$ cat config.mk
export PLATFORM = sky130hd
export DESIGN_NAME = conv_half_enc
export DESIGN_NICKNAME = d
export VERILOG_FILES = /design/src/rtl/conv_enc_pkg.sv /design/src/rtl/conv_enc_shreg.sv /design/src/rtl/conv_enc_seq.sv /design/src/rtl/conv_enc_parity.sv /design/src/rtl/conv_half_enc.sv
export SDC_FILE = /design/constraint.sdc
export NUM_CORES = 1
export LEC_CHECK = 0
export BUFFER_PORTS_ARGS = -buffer_cell sky130_fd_sc_hd__buf_2
export CAP_MARGIN = 20
export CORE_AREA = 2 2 39 41
export DETAILED_ROUTE_END_ITERATION = 6
export DIE_AREA = 0 0 41 43
export GPL_ROUTABILITY_DRIVEN = 1
export GPL_TIMING_DRIVEN = 0
export PLACE_DENSITY_LB_ADDON = 0.25
export SLEW_MARGIN = 15
export SYNTH_ARGS = -nofsm -noshare
export SYNTH_HDL_FRONTEND = slang
export SYNTH_SLANG_ARGS = --single-unit
export TNS_END_PERCENT = 1
$ cat constraint.sdc
create_clock -name clk -period 2.18 [get_ports clk]
set_input_delay 0.545 -clock clk [delete_from_list [all_inputs] [get_ports clk]]
set_output_delay 0.545 -clock clk [all_outputs]
set_load 0.01 [all_outputs]
$ cat src/rtl/conv_enc_pkg.sv
package conv_enc_pkg;

    // Default code: constraint length 3, generators over {S2,S1,S0}
    localparam int unsigned CL_DEFAULT = 3;
    localparam logic [CL_DEFAULT-1:0] GEN_A_DEFAULT = 3'b101;
    localparam logic [CL_DEFAULT-1:0] GEN_B_DEFAULT = 3'b111;

    // Which coded bit of the pair is on the output
    typedef enum logic {
        PH_FIRST  = 1'b0,
        PH_SECOND = 1'b1
    } enc_phase_e;

    // What the sequencer loads into the current-bit stage
    typedef enum logic [1:0] {
        LD_NONE = 2'd0,
        LD_DATA = 2'd1,
        LD_ZERO = 2'd2
    } enc_load_e;

    // Odd parity over a tapped window, widened to a fixed width
    function automatic logic tap_parity(input logic [15:0] window, input logic [15:0] taps);
        return ^(window & taps);
    endfunction

endpackage

$ cat src/rtl/conv_enc_shreg.sv
module conv_enc_shreg
    import conv_enc_pkg::*;
#(
    parameter int unsigned CL = CL_DEFAULT
) (
    input  logic          clk,
    input  logic          rst,
    input  enc_load_e     load_sel,
    input  logic          load_bit,
    input  logic          shift_en,
    output logic [CL-1:0] window
);
    localparam int unsigned MEM = CL - 1;

    logic           cur_q;
    logic [MEM-1:0] hist_q; // hist_q[0] is one place back

    always_ff @(posedge clk) begin
        if (rst) begin
            cur_q  <= 1'b0;
            hist_q <= '0;
        end else begin
            if (shift_en) begin
                if (MEM > 1) begin
                    hist_q <= {hist_q[MEM-2:0], cur_q};
                end else begin
                    hist_q <= MEM'(cur_q);
                end
            end
            unique case (load_sel)
                LD_DATA: cur_q <= load_bit;
                LD_ZERO: cur_q <= 1'b0;
                default: cur_q <= cur_q;
            endcase
        end
    end

    assign window = {hist_q, cur_q};

endmodule

$ cat src/rtl/conv_enc_seq.sv
module conv_enc_seq
    import conv_enc_pkg::*;
#(
    parameter int unsigned CL = CL_DEFAULT
) (
    input  logic       clk,
    input  logic       rst,
    input  logic       in_valid,
    input  logic       flush_req,
    input  logic       out_ready,
    output logic       in_ready,
    output logic       busy,
    output enc_phase_e phase,
    output enc_load_e  load_sel,
    output logic       shift_en
);
    localparam int unsigned TAIL   = CL - 1;
    localparam int unsigned TAIL_W = $clog2(TAIL + 1);

    logic              busy_q;
    enc_phase_e        phase_q;
    logic [TAIL_W-1:0] tail_q;

    logic out_fire;
    logic pair_done;
    logic tail_more;
    logic take_flush;
    logic take_data;

    always_comb begin
        out_fire   = busy_q && out_ready;
        pair_done  = out_fire && (phase_q == PH_SECOND);
        tail_more  = (tail_q != '0);
        in_ready   = !busy_q || (pair_done && !tail_more);
        take_flush = in_ready && flush_req;
        take_data  = in_ready && in_valid && !flush_req;
        shift_en   = pair_done;
        if (pair_done && tail_more) begin
            load_sel = LD_ZERO;
        end else if (take_flush) begin
            load_sel = LD_ZERO;
        end else if (take_data) begin
            load_sel = LD_DATA;
        end else begin
            load_sel = LD_NONE;
        end
    end

    always_ff @(posedge clk) begin
        if (rst) begin
            busy_q  <= 1'b0;
            phase_q <= PH_FIRST;
            tail_q  <= '0;
        end else if (pair_done && tail_more) begin
            busy_q  <= 1'b1;
            phase_q <= PH_FIRST;
            tail_q  <= tail_q - 1'b1;
        end else if (take_flush) begin
            busy_q  <= 1'b1;
            phase_q <= PH_FIRST;
            tail_q  <= TAIL_W'(TAIL - 1);
        end else if (take_data) begin
            busy_q  <= 1'b1;
            phase_q <= PH_FIRST;
        end else if (pair_done) begin
            busy_q  <= 1'b0;
            phase_q <= PH_FIRST;
        end else if (out_fire) begin
            phase_q <= PH_SECOND;
        end
    end

    assign busy  = busy_q;
    assign phase = phase_q;

endmodule

$ cat src/rtl/conv_enc_parity.sv
module conv_enc_parity
    import conv_enc_pkg::*;
#(
    parameter int unsigned    CL    = CL_DEFAULT,
    parameter logic [CL-1:0]  GEN_A = GEN_A_DEFAULT,
    parameter logic [CL-1:0]  GEN_B = GEN_B_DEFAULT
) (
    input  logic [CL-1:0] window,
    input  enc_phase_e    phase,
    output logic          coded
);
    localparam int unsigned NGEN = 2;

    logic [NGEN-1:0] par;
    logic [NGEN-1:0][CL-1:0] gens;

    assign gens[0] = GEN_A;
    assign gens[1] = GEN_B;

    for (genvar g = 0; g < NGEN; g++) begin : g_par
        assign par[g] = tap_parity(16'(window), 16'(gens[g]));
    end

    assign coded = (phase == PH_SECOND) ? par[1] : par[0];

endmodule

$ cat src/rtl/conv_half_enc.sv
module conv_half_enc
    import conv_enc_pkg::*;
#(
    parameter int unsigned   CL    = CL_DEFAULT,
    parameter logic [CL-1:0] GEN_A = GEN_A_DEFAULT,
    parameter logic [CL-1:0] GEN_B = GEN_B_DEFAULT
) (
    input  logic clk,
    input  logic rst,
    input  logic in_valid,
    input  logic in_bit,
    input  logic flush_req,
    output logic in_ready,
    output logic out_valid,
    output logic out_bit,
    input  logic out_ready
);
    logic          busy;
    enc_phase_e    phase;
    enc_load_e     load_sel;
    logic          shift_en;
    logic [CL-1:0] window;

    conv_enc_seq #(.CL(CL)) i_seq (
        .clk       (clk),
        .rst       (rst),
        .in_valid  (in_valid),
        .flush_req (flush_req),
        .out_ready (out_ready),
        .in_ready  (in_ready),
        .busy      (busy),
        .phase     (phase),
        .load_sel  (load_sel),
        .shift_en  (shift_en)
    );

    conv_enc_shreg #(.CL(CL)) i_shreg (
        .clk      (clk),
        .rst      (rst),
        .load_sel (load_sel),
        .load_bit (in_bit),
        .shift_en (shift_en),
        .window   (window)
    );

    conv_enc_parity #(.CL(CL), .GEN_A(GEN_A), .GEN_B(GEN_B)) i_par (
        .window (window),
        .phase  (phase),
        .coded  (out_bit)
    );

    assign out_valid = busy;

endmodule

### Yosys cells after proc, flatten, opt, wreduce, memory -nomap -nowiden

Index checks and enable logic that the tools add are counted.
W data, S select, Z words.

| word-level totals | value |
|---|---|
| bits in registers | 7 |
| output and inout port bits | 3 |

| operators by class | value |
|---|---|
| add/sub/neg operators | 1 |
| equality and inequality tests | 2 |
| muxes and demuxes | 11 |
| reduce and logical (&&, ||, !) cells | 18 |

Operators by type and width:

| kind | number |
|---|---|
| $reduce_xor A16 Y1 | 2 |
| $mux W2 | 4 |
| $logic_and A1 B1 Y1 | 7 |
| $mux W1 | 6 |
| $reduce_bool A2 Y1 | 3 |
| $reduce_or A5 Y1 | 1 |
| $reduce_bool A4 Y1 | 1 |
| $logic_not A1 Y1 | 3 |
| $eq A2 B1 Y1 const B | 1 |
| $eq A2 B2 Y1 const B | 1 |
| $pmux W1 S2 | 1 |
| $sub A2 B1 Y2 const B | 1 |
| $logic_or A1 B1 Y1 | 1 |

### Longest topological paths before layout

Gate-level depths: netlist of run 1.

| logic depth | value |
|---|---|
| depth in word-level cells | 11 |
| gate-level depth with buffers | 9 |
| depth with buffers taken out | 9 |

### Modules after synthesis

A second synthesis of run 1 with hierarchy kept.

| second synthesis, totals | value |
|---|---|
| cells, all modules | 41 |
| area total of the unflattened synthesis | 360.3 um2 |

By module, submodules not included:

| module | instances | cells each | area each (um2) | sequential area each (um2) |
|---|---|---|---|---|
| conv_enc_seq | 1 | 25 | 210.2 | 80.1 |
| conv_enc_shreg | 1 | 13 | 128.9 | 60.1 |
| conv_enc_parity | 1 | 3 | 21.3 | 0.0 |

### Least setup slack after synthesis of run 1

No wires, ideal clock.

| timing path | value |
|---|---|
| path type | input -> register |
| start | input port out_ready |
| end | register i_shreg.cur_q |
| library setup time | 65 ps |
| arrival | 1552 ps |
| setup slack | 563 ps |
| stages on the path | 7 |
| buffers on the path | 0 |
| path through | nand3_1 -> a21oi_1 -> nand2_1 -> ha_1 -> nor3b_1 -> a21oi_1 -> nor2_1 |

| between the ends | value |
|---|---|
| longest elaborated chain between the ends | 11 |
| elaborated cells on any way between the ends | 15 |
| those cells by class | 2 x eq/ne; 4 x mux; 9 x reduce/logical |

Ends and longest elaborated chain:

| element | RTL line | source |
|---|---|---|
| start: declaration | conv_half_enc.sv:16 | `input logic out_ready` |
| $logic_and A1 B1 Y1 (*) | conv_enc_seq.sv:31 | `out_fire = busy_q && out_ready;` |
| $logic_and A1 B1 Y1 (*) | conv_enc_seq.sv:32 | `pair_done = out_fire && (phase_q == PH_SECOND);` |
| $logic_and A1 B1 Y1 | conv_enc_seq.sv:34 | `in_ready = !busy_q \|\| (pair_done && !tail_more);` |
| $logic_or A1 B1 Y1 | conv_enc_seq.sv:34 |  |
| $logic_and A1 B1 Y1 (2 in series) | conv_enc_seq.sv:36 | `take_data = in_ready && in_valid && !flush_req;` |
| $mux W1 | conv_enc_seq.sv:42 | `end else if (take_data) begin` |
| $mux W2 | conv_enc_seq.sv:40 | `end else if (take_flush) begin` |
| $mux W2 (*) | conv_enc_seq.sv:38 | `if (pair_done && tail_more) begin` |
| $eq A2 B2 Y1 / $eq A2 B1 Y1 (equally long branches) | conv_enc_shreg.sv:30 | `unique case (load_sel)` |
| $pmux W1 S2 / $reduce_bool A2 Y1 (equally long branches) | n/a |  |
| end signal: assignment | conv_enc_shreg.sv:31 | `LD_DATA: cur_q <= load_bit;` |
| end signal: assignment | conv_enc_shreg.sv:33 | `default: cur_q <= cur_q;` |
| end: declaration | conv_enc_shreg.sv:15 | `logic cur_q;` |

Mark *: on every way between the ends. The rest lies on a longest branch, timed or not.
A chain may end at the register's enable or synchronous reset.

### Worst setup path after layout of run 1

| timing path | value |
|---|---|
| start | register i_seq.tail_q[0] |
| end | register i_shreg.cur_q |

| between the ends | value |
|---|---|
| longest elaborated chain between the ends | 11 |
| elaborated cells on any way between the ends | 15 |
| those cells by class | 2 x eq/ne; 4 x mux; 9 x reduce/logical |

Ends and longest elaborated chain:

| element | RTL line | source |
|---|---|---|
| start: declaration | conv_enc_seq.sv:22 | `logic [TAIL_W-1:0] tail_q;` |
| start signal: assignment | conv_enc_seq.sv:57 | `tail_q <= tail_q - 1'b1;` |
| start signal: assignment | conv_enc_seq.sv:61 | `tail_q <= TAIL_W'(TAIL - 1);` |
| $reduce_bool A2 Y1 (*) | conv_enc_seq.sv:33 | `tail_more = (tail_q != '0);` |
| $logic_not A1 Y1 | conv_enc_seq.sv:34 |  |
| $logic_and A1 B1 Y1 | conv_enc_seq.sv:34 |  |
| $logic_or A1 B1 Y1 | conv_enc_seq.sv:34 |  |
| $logic_and A1 B1 Y1 (2 in series) | conv_enc_seq.sv:36 |  |
| $mux W1 | conv_enc_seq.sv:42 |  |
| $mux W2 | conv_enc_seq.sv:40 |  |
| $mux W2 (*) | conv_enc_seq.sv:38 |  |
| $eq A2 B2 Y1 / $eq A2 B1 Y1 (equally long branches) | conv_enc_shreg.sv:30 |  |
| $pmux W1 S2 / $reduce_bool A2 Y1 (equally long branches) | n/a |  |

Marked as above.

==> results of run 1 <==
[sequential cells by signal, summed over array words and instances (netlist names)]
signal and count:
i_seq.phase 1, i_seq.busy 1, i_shreg.hist_q 2, i_shreg.cur_q 1
i_seq.tail_q 2
[synth_stat cells]
| master | count | share of area |
|---|---|---|
| o221a_2 | 1 | 0.031 |
| ha_1 | 2 | 0.068 |
| dfxtp_1 | 7 | 0.38 |
| inv_1 | 4 | 0.041 |
| nand3_1 | 1 | 0.014 |
| nor3b_1 | 1 | 0.020 |
| nand2_1 | 5 | 0.051 |
| clkbuf_1 | 1 | 0.010 |
| xor2_1 | 2 | 0.048 |
| o31ai_1 | 1 | 0.020 |
| a21oi_1 | 3 | 0.041 |
| mux2i_1 | 2 | 0.054 |
| nand3_2 | 1 | 0.027 |
| or4_1 | 1 | 0.020 |
| xnor2_1 | 1 | 0.024 |
| nand2b_1 | 1 | 0.017 |
| a2111oi_2 | 1 | 0.041 |
| a2bb2oi_2 | 1 | 0.041 |
| and2b_1 | 1 | 0.020 |
| nor2_1 | 3 | 0.031 |
[area by class of cell]
cell class | instances | area [sq um] | area share
Sequential cell | 7 | 140 | 0.312
Clock buffer | 4 | 26.3 | 0.0585
Tap cell | 16 | 20.0 | 0.0446
Inverter | 4 | 15.0 | 0.0334
Buffer | 1 | 3.75 | 0.00836
Timing Repair Buffer | 7 | 35.0 | 0.0780
Multi-Input combinational cell | 28 | 209 | 0.465
[critical path, stage by stage (launching register included)]
cell and delay [ns]:
dfxtp_1 0.35, inv_1 0.05, ha_1 0.22, and2b_1 0.21, a2bb2oi_2 0.24, ha_1 0.29, nor3b_1 0.20, a21oi_1 0.06
nor2_1 0.09
[worst paths after layout]
path              startpoint              end  slack, ns  cells after the start
max          i_seq.tail_q[0]    i_shreg.cur_q       0.40                      8
max reg2reg  i_seq.tail_q[0]    i_shreg.cur_q       0.40                      8
min reg2reg  i_seq.tail_q[1]  i_seq.tail_q[1]       0.49                      2
min          i_seq.tail_q[1]  i_seq.tail_q[1]       0.49                      2
[stage by stage]
step / setup WS, ns / power [mW] / hold slack, ns / instance area (sq um)
final: 0.397 / 0.307 / 0.488 / 449
after floorplan: 0.563 / 0.171 / 0.451 / 368
after detailed placement: 0.311 / 0.186 / 0.482 / 423
after CTS: 0.411 / 0.311 / 0.495 / 449
after global placement: 0.339 / 0.185 / 0.467 / 423
after global routing: 0.200 / 0.325 / 0.510 / 449
[cells in the final DEF (no fill, tap or decap), types with 2 or more instances in the layout]
master,count
xor2_1,2
inv_1,4
nand2_1,5
clkbuf_4,3
dfxtp_1,7
a21oi_1,3
nor2_1,3
clkbuf_1,2
ha_1,2
buf_2,7
mux2i_1,2
[power by group]
group	leakage (nW)	switching (mW)	internal, mW	total [mW]
clock	0.0150	0.0534	0.0702	0.124
sequential	0.0572	0.00653	0.134	0.140
combinational	0.131	0.0227	0.0207	0.0433
[per-layer routing]
| metal | vias up | global-route usage | routed length (um) |
|---|---|---|---|
| met5 | - | 0 | 0 |
| met4 | 0 | 0.0600 | 14 |
| met2 | 10 | 0.119 | 279 |
| li1 | 160 | - | - |
| met1 | 131 | 0.115 | 340 |
| met3 | 2 | 0.0628 | 42 |
[kinds of logic (layout without fill, tap and decap cells)]
| group | after synthesis | after routing | synth area share |
|---|---|---|---|
| and+or+nand+nor | 14 | 14 | 0.201 |
| DFF | 7 | 7 | 0.381 |
| muxes | 2 | 2 | 0.0544 |
| adders and majority gates | 2 | 2 | 0.0680 |
| buffers and inverters | 5 | 16 | 0.0510 |
| xor gates and xnor gates | 3 | 3 | 0.0714 |
| AOI/OAI and AO/OA | 7 | 7 | 0.173 |
==> metrics.csv, run 1 <==
stage,metric,value,unit
outcome,status,completed,
pwr,LEAKAGE,0.203,nW
clock_tree,hold-fix buffer count after cts,0,
worst_setup_path,critical path required time,2.37,ns
synthesis,sequential share of the synthesized area,0.381,
clock_tree,clk_lat worst skew,0.26,ns
pwr,Pwr per Cell Area,683,mW/mm^2
pwr,peak supply drop,0.246,mV
placed_design,GPL Wtd Cong,0.563,
final_layout,"Core Util, Final",0.325,
clock_tree,post-CTS setup buffer count,0,
worst_setup_path,WS Path Type,register to register,
global_routing,total track usage,0.0953,
sta,Relative slew margins,0.750,
routing,Vias/cell,4.52,
clock_tree,H-tree level count,1,
routing,Avg WL per Cell,10.1,um
worst_setup_path,Critical Path Sink Type,register,
clock_tree,clk sinks,7,
worst_setup_path,startpoint class of the critical path,register,
placed_design,PortBufs,7,
final_layout,fill count,151,
routing,DR pass1 iterations,4,
clock_tree,CTS tree,done,
clock_tree,Clock Path Buffers,2,
routing,total number of vias,303,
die,DIE HEIGHT,43,um
sta,worst clock skew,0.00309,ns
worst_setup_path,Worst Path Arrival,1.98,ns
sta,RSZ-0062 raised after global routing,false,
sta,final setup fails,0,
clock_tree,CTS resizes,0,
routing,"wirelength, routed",677,um
sta,Max Freq,561,MHz
clock_tree,"Reg clk slew, reported paths",0.06,ns
routing,"antenna viol nets, final",0,
placed_design,dpl cells,63,
final_layout,Inserted Diodes,0,
global_routing,total congestion overflow,0,
sta,final cycle utilization of the critical path,0.818,
flow_run,max_cap viols,0,
sta,worst slew pin tran,0.375,ns
clock_tree,Inserted Clock Buffers,3,
synthesis,syn nets,48,
die,Die Width,41,um
synthesis,Yosys warnings,0,
die,Core Area,0.00138,sq mm
sta,final hold vios,0,
synthesis,synthesized area per cell,9.20,sq um
sta,Final Slew Violations,0,
worst_setup_path,worst-path fanout max,4,
global_routing,initial antenna violation count,0,
final_layout,"Net count, final",60,
clock_tree,Root Driver,clkbuf_4,
sta,Final min period,1.78,ns
synthesis,Netlist cell types,20,
routing,initial DRC count,8,
final_layout,synth-to-layout area growth,22.1,%
synthesis,Post-Syn Instances,40,
global_routing,global-route wire length before repair,1.07,mm
routing,Residual DRC,0,
die,# IOs,9,
final_layout,share of cells above drive strength 1,0.275,
synthesis,post-synthesis cell area,368,sq um
final_layout,Layout Cells excl Fill,67,
placed_design,Post-DP HPWL,487,um
die,Std-Cell Rows,14,
synthesis,"FF+latch count, synth",7,
die,initial core utilization,0.266,
die,die footprint,0.00176,sq mm
min_path,Hold Crit Class,register to register,
global_routing,largest net degree at the start of global routing,9,
global_routing,vias in the first global route,252,
sta,Fin Setup TNS,0,ns
No activity file was read; power rests on OpenSTA's default activity.
==> run 2: changes to the inputs <==
ABC_AREA = 1   (was unset)
clock period = 1.66 ns   (was 2.18 ns; I/O delays follow)
==> run 2 against run 1 <==
Non-clock buffer count did not move. Hold slack worse by 0.11 ns. Synthesized area is 10% higher. Worst setup slack got worse by 0.29 ns. Via count is 18% higher. Critical path depth down 3. Routed wire length rose by 1.9%. Clock skew decreased by 0.0016 ns. Global-route usage is 0.081 points lower. Sequential share of layout area fell by 2.5 points. Largest cell class unchanged.
==> metrics.csv, run 2 <==
stage,metric,value,unit
die,Std-Cell Rows,14,
die,initial core utilization,0.293,
routing,DR pass1 iterations,2,
routing,"wirelength, routed",690,um
placed_design,Post-DP HPWL,559,um
synthesis,sequential share of the synthesized area,0.346,
sta,worst slew pin tran,0.187,ns
routing,initial DRC count,1,
pwr,Seq pwr share,0.454,
synthesis,Netlist cell types,14,
pwr,P_sw,0.111,mW
clock_tree,hold-fix buffer count after cts,0,
clock_tree,clk sinks,7,
worst_setup_path,Worst Path Arrival,1.14,ns
sta,worst clock skew,0.00154,ns
synthesis,Post-Syn Instances,56,
clock_tree,"Reg clk slew, reported paths",0.05,ns
global_routing,total track usage,0.0945,
synthesis,main combinational cell family by area after synthesis,simple AND/OR/NAND/NOR gates,
placed_design,PortBufs,8,
clock_tree,Root Driver,clkbuf_4,
pwr,Pwr per Cell Area,838,mW/mm^2
final_layout,Layout Cells excl Fill,84,
synthesis,Synth Area in Compound Gates,0.123,
sta,Final Slew Violations,0,
worst_setup_path,"reg-to-reg slack, setup",0.19,ns
die,Core Area,0.00138,sq mm
placed_design,dpl cells,80,
sta,RSZ-0062 raised after global routing,false,
final_layout,"commonest non-fill, non-tap cell in the layout",inv_1,
min_path,Hold Crit Class,input pin to register,
placed_design,GPL Wtd Cong,0.660,
routing,Residual DRC,0,
synthesis,"FFs w/ async S/R, synth",0,
global_routing,global-route wire length before repair,1.07,mm
worst_setup_path,worst-path fanout max,2,
pwr,Clk pwr share,0.371,
synthesis,Synth Area in Simple Gates,0.296,
synthesis,Synth top cells by count,"inv_1, nand2_1, a21oi_1, dfxtp_1",
clock_tree,H-tree level count,1,
die,# IOs,9,
worst_setup_path,WS Path Type,register to primary output,
flow_run,max_cap viols,0,
synthesis,mux cell area share after synthesis,0,
synthesis,synthesized area per cell,7.24,sq um
sta,Fin Setup TNS,0,ns
global_routing,initial antenna violation count,0,
die,DIE HEIGHT,43,um
synthesis,"FF+latch count, synth",7,
pwr,sw frac,0.269,
sta,Final min period,1.55,ns
clock_tree,clk_lat worst skew,0.24,ns
final_layout,most frequent cells in the layout,"inv_1, nand2_1, buf_2",
clock_tree,CTS resizes,0,
pwr,peak supply drop,0.233,mV
synthesis,ys flop type,dfxtp_1,
synthesis,largest area contributor in the netlist,dfxtp_1,
die,Die Width,41,um
synthesis,most instantiated library cell after synthesis,inv_1,
worst_setup_path,startpoint class of the critical path,register,
final_layout,"Net count, final",77,
clock_tree,Clock Path Buffers,2,
final_layout,Inserted Diodes,0,
routing,Vias/cell,4.27,
synthesis,XOR/XNOR Fraction of Synth Area,0.0432,
final_layout,Top Registers,"i_seq.tail_q: 2 flops, i_shreg.hist_q: 2 flops",
pwr,LEAKAGE,0.242,nW
final_layout,synth-to-layout area growth,21.6,%
synthesis,"top cells by area, synth","dfxtp_1, inv_1, nand2_1",
pwr,Int Power,0.302,mW
global_routing,vias in the first global route,303,
sta,Relative slew margins,0.875,
synthesis,Synth Area in Adders,0.0617,
synthesis,"EDFF count, synth",0,
sta,final hold vios,0,
pwr,combinational share of power,0.175,
global_routing,largest net degree at the start of global routing,9,
sta,final setup fails,0,
synthesis,syn nets,64,
synthesis,post-synthesis cell area,405,sq um
synthesis,Yosys top cell area share,0.346,
routing,Avg WL per Cell,8.21,um
synthesis,Yosys warnings,0,
global_routing,total congestion overflow,0,
worst_setup_path,Critical Path Sink Type,primary output,
outcome,status,completed,
clock_tree,Inserted Clock Buffers,3,
die,die footprint,0.00176,sq mm
clock_tree,post-CTS setup buffer count,0,
sta,final cycle utilization of the critical path,0.936,
clock_tree,CTS tree,done,
sta,Max Freq,643,MHz
routing,total number of vias,359,
final_layout,share of cells above drive strength 1,0.250,
routing,"antenna viol nets, final",0,
worst_setup_path,critical path required time,1.24,ns
-- run 2: worst max-delay path, cell delays in order (launching register included) --
cell	delay, ns
dfxtp_1	0.30
inv_1	0.07
ha_1	0.18
inv_1	0.06
o21ai_0	0.14
buf_2	0.15
-- run 2: power groups by stage --
| stage | Combinational [mW] | Clock, mW | Sequential [mW] |
|---|---|---|---|
| floorplan | 0.0495 | 0 | 0.190 |
| global placement | 0.0726 | 0 | 0.191 |
| detailed placement | 0.0732 | 0 | 0.191 |
| CTS | 0.0737 | 0.160 | 0.187 |
| global route | 0.0830 | 0.171 | 0.189 |
| finish | 0.0723 | 0.154 | 0.187 |
-- run 2: final timing paths --
path	from	endpoint	depth (start not counted)
max	i_seq.tail_q[0]	in_ready	5
min	rst	i_shreg.cur_q	2
max reg2reg	i_seq.tail_q[0]	i_shreg.cur_q	8
min reg2reg	i_shreg.hist_q[0]	i_shreg.hist_q[0]	2
-- run 2: layer usage --
| layer | up-vias | share of wire | track usage |
|---|---|---|---|
| met5 | - | 0 | 0 |
| met3 | 2 | 0.042 | 0.0471 |
| met4 | 0 | 0.020 | 0.0800 |
| met2 | 5 | 0.49 | 0.138 |
| li1 | 196 | - | - |
| met1 | 156 | 0.45 | 0.0935 |
-- run 2: stage by stage --
stage	instance area (sq um)	hold WS [ns]	utilization	total power [mW]	setup WS, ns
3_5_place_dp	465	0.446	0.336	0.264	0.0702
5_1_grt	493	0.378	0.356	0.443	0.00565
4_1_cts	492	0.380	0.355	0.421	0.0356
2_1_floorplan	405	0.433	-	0.240	0.189
3_3_place_gp	465	0.448	0.336	0.263	0.0734
6_report	493	0.380	0.356	0.413	0.106
-- run 2: cell families after synthesis --
family,after synthesis
xor+xnor,2
fa+ha+maj,2
flops,7
buf+inv,14
simple gates,21
compound gates,10
-- run 2: layout make-up --
| cell class | count | area [sq um] |
|---|---|---|
| Fill cell | 157 | 891 |
| Inverter | 14 | 52.6 |
| Tap cell | 16 | 20.0 |
| Sequential cell | 7 | 141 |
| Multi-Input combinational cell | 35 | 213 |
| Clock buffer | 4 | 26.3 |
| Timing Repair Buffer | 8 | 40.0 |
==> run 3: changes to the inputs <==
ABC_AREA = unset   (was 1)
PLACE_DENSITY = 0.56   (was unset)
PLACE_DENSITY_LB_ADDON = unset   (was 0.25)
==> run 3 against run 2 <==
Die area did not move. Sequential cell count did not move. Count of clock-buffer cells in the layout fell by 1. First-iteration DRC count rose to 5.0 times the previous value. Utilization rose by 1.4 points. Routed wire length rose by 15%. Clock skew fell by 0.0013 ns. Largest cell class unchanged. Largest power group unchanged.
==> metrics.csv, run 3 (synthesized netlist as in run 1, its figures left out) <==
stage,metric,value,unit
min_path,Hold Crit Class,input pin to register,
global_routing,largest net degree at the start of global routing,9,
die,DIE HEIGHT,43,um
routing,initial DRC count,5,
die,# IOs,9,
routing,Vias/cell,4.65,
routing,Residual DRC,0,
sta,Relative slew margins,0.769,
die,initial core utilization,0.266,
worst_setup_path,startpoint class of the critical path,register,
global_routing,grt met1 use,0.107,
global_routing,total congestion overflow,0,
placed_design,"worst slack, placed",-0.0971,ns
placed_design,GPL Wtd Cong,0.662,
die,Die Width,41,um
worst_setup_path,critical path required time,1.86,ns
clock_tree,Root Driver,clkbuf_4,
clock_tree,clk_lat worst skew,0.26,ns
sta,Max Freq,636,MHz
pwr,LEAKAGE,0.222,nW
die,die footprint,0.00176,sq mm
sta,Final Slew Violations,0,
clock_tree,H-tree level count,1,
clock_tree,CTS tree,done,
outcome,status,completed,
clock_tree,clk sinks,7,
pwr,peak supply drop,0.444,mV
worst_setup_path,worst-path fanout max,4,
routing,total number of vias,321,
final_layout,"commonest non-fill, non-tap cell in the layout",buf_2,
die,Core Area,0.00138,sq mm
pwr,Tot Pwr,0.428,mW
sta,worst clock skew,0.000204,ns
sta,final cycle utilization of the critical path,0.947,
placed_design,Post-DP HPWL,480,um
sta,final setup fails,0,
routing,DR pass1 iterations,4,
clock_tree,Inserted Clock Buffers,3,
global_routing,met2 Use GR,0.156,
clock_tree,"Reg clk slew, reported paths",0.06,ns
global_routing,met3 Track Usage GR,0.0628,
final_layout,share of cells above drive strength 1,0.453,
final_layout,Top Registers,"i_seq.tail_q: 2 flops, i_shreg.hist_q: 2 flops",
flow_run,max_cap viols,0,
global_routing,GRT busiest layer,met2,
routing,"antenna viol nets, final",0,
sta,worst slew pin tran,0.347,ns
routing,"wirelength, routed",795,um
placed_design,PortBufs,7,
final_layout,most frequent cells in the layout,"buf_2, dfxtp_1, nand2_1",
final_layout,Inserted Diodes,0,
die,Std-Cell Rows,14,
sta,RSZ-0062 raised after global routing,false,
worst_setup_path,Critical Path Sink Type,register,
pwr,Pwr per Cell Area,835,mW/mm^2
global_routing,total track usage,0.0986,
final_layout,synth-to-layout area growth,39.5,%
sta,final hold vios,0,
sta,post-route setup slack,0.0885,ns
global_routing,vias in the first global route,294,
global_routing,global-route wire length before repair,1.14,mm
sta,Final min period,1.57,ns
final_layout,"Net count, final",62,
global_routing,initial antenna violation count,0,
worst_setup_path,Worst Path Arrival,1.77,ns
clock_tree,Clock Path Buffers,2,
routing,Avg WL per Cell,11.5,um
sta,Fin Setup TNS,0,ns
worst_setup_path,WS Path Type,register to register,
[run 3: changes by cell type in the layout (fill, tap and decap cells not counted), sizes merged, moves of 2 or more]
cell    delta
nand3b     -4
mux2i      +2
o21ai      -3
xor2       +2
a21oi      -4
inv       -10
nand2      -6
[run 3: cell type report]
type	instances	area [sq um]
Buffer	1	3.75
Multi-Input combinational cell	28	255
Fill cell	155	871
Timing Repair Buffer	9	50.0
Sequential cell	7	141
Tap cell	16	20.0
Inverter	4	15.0
Clock inverter	1	5.00
Clock buffer	3	22.5
[run 3: layer usage]
layer  vias to the layer above  wire (um)
li1                        167          -
met5                         -          0
met1                       144        324
met4                         0          0
met2                        10        403
met3                         0         67
[run 3: path summary, 6_finish.rpt]
path	startpoint	endpoint	slack (ns)	depth (start not counted)
setup / recovery	i_seq.tail_q[1]	i_shreg.cur_q	0.09	8
hold / removal	in_valid	i_seq.phase	0.37	2
setup reg to reg	i_seq.tail_q[1]	i_shreg.cur_q	0.09	8
hold reg to reg	i_seq.tail_q[1]	i_seq.tail_q[1]	0.52	2
[run 3: what timing repair did]
action | in CTS | in global routing
setup endpoints to repair | 1 | 2
buffers inserted | 2 | 0
gates resized for setup | 4 | 5
cloned | 0 | 0
pin swaps | 2 | 1
hold buffers | 0 | 0
[run 3: metrics by stage]
| stage | cells | utilization | instance area [sq um] | hold WS, ns |
|---|---|---|---|---|
| detailed placement | 63 | 0.306 | 423 | 0.475 |
| finish | 69 | 0.371 | 513 | 0.367 |
| CTS | 69 | 0.352 | 487 | 0.357 |
| global placement | 63 | 0.306 | 423 | 0.466 |
| global route | 69 | 0.371 | 513 | 0.375 |
| floorplan | 40 | - | 368 | 0.451 |
[run 3: worst max-delay path, cell delays in order, from the launching register on]
cell and delay, ns:
dfxtp_1 0.29, inv_1 0.09, ha_4 0.15, and2b_2 0.23
a2bb2oi_4 0.18, ha_4 0.26, nor3b_2 0.17, a21oi_1 0.05
nor2_1 0.08
[run 3: report_power, final]
group | total, mW | switching (mW) | internal, mW
sequential | 0.186 | 0.0103 | 0.176
clock | 0.163 | 0.0748 | 0.0887
combinational | 0.0787 | 0.0370 | 0.0417
total | 0.428 | 0.122 | 0.306
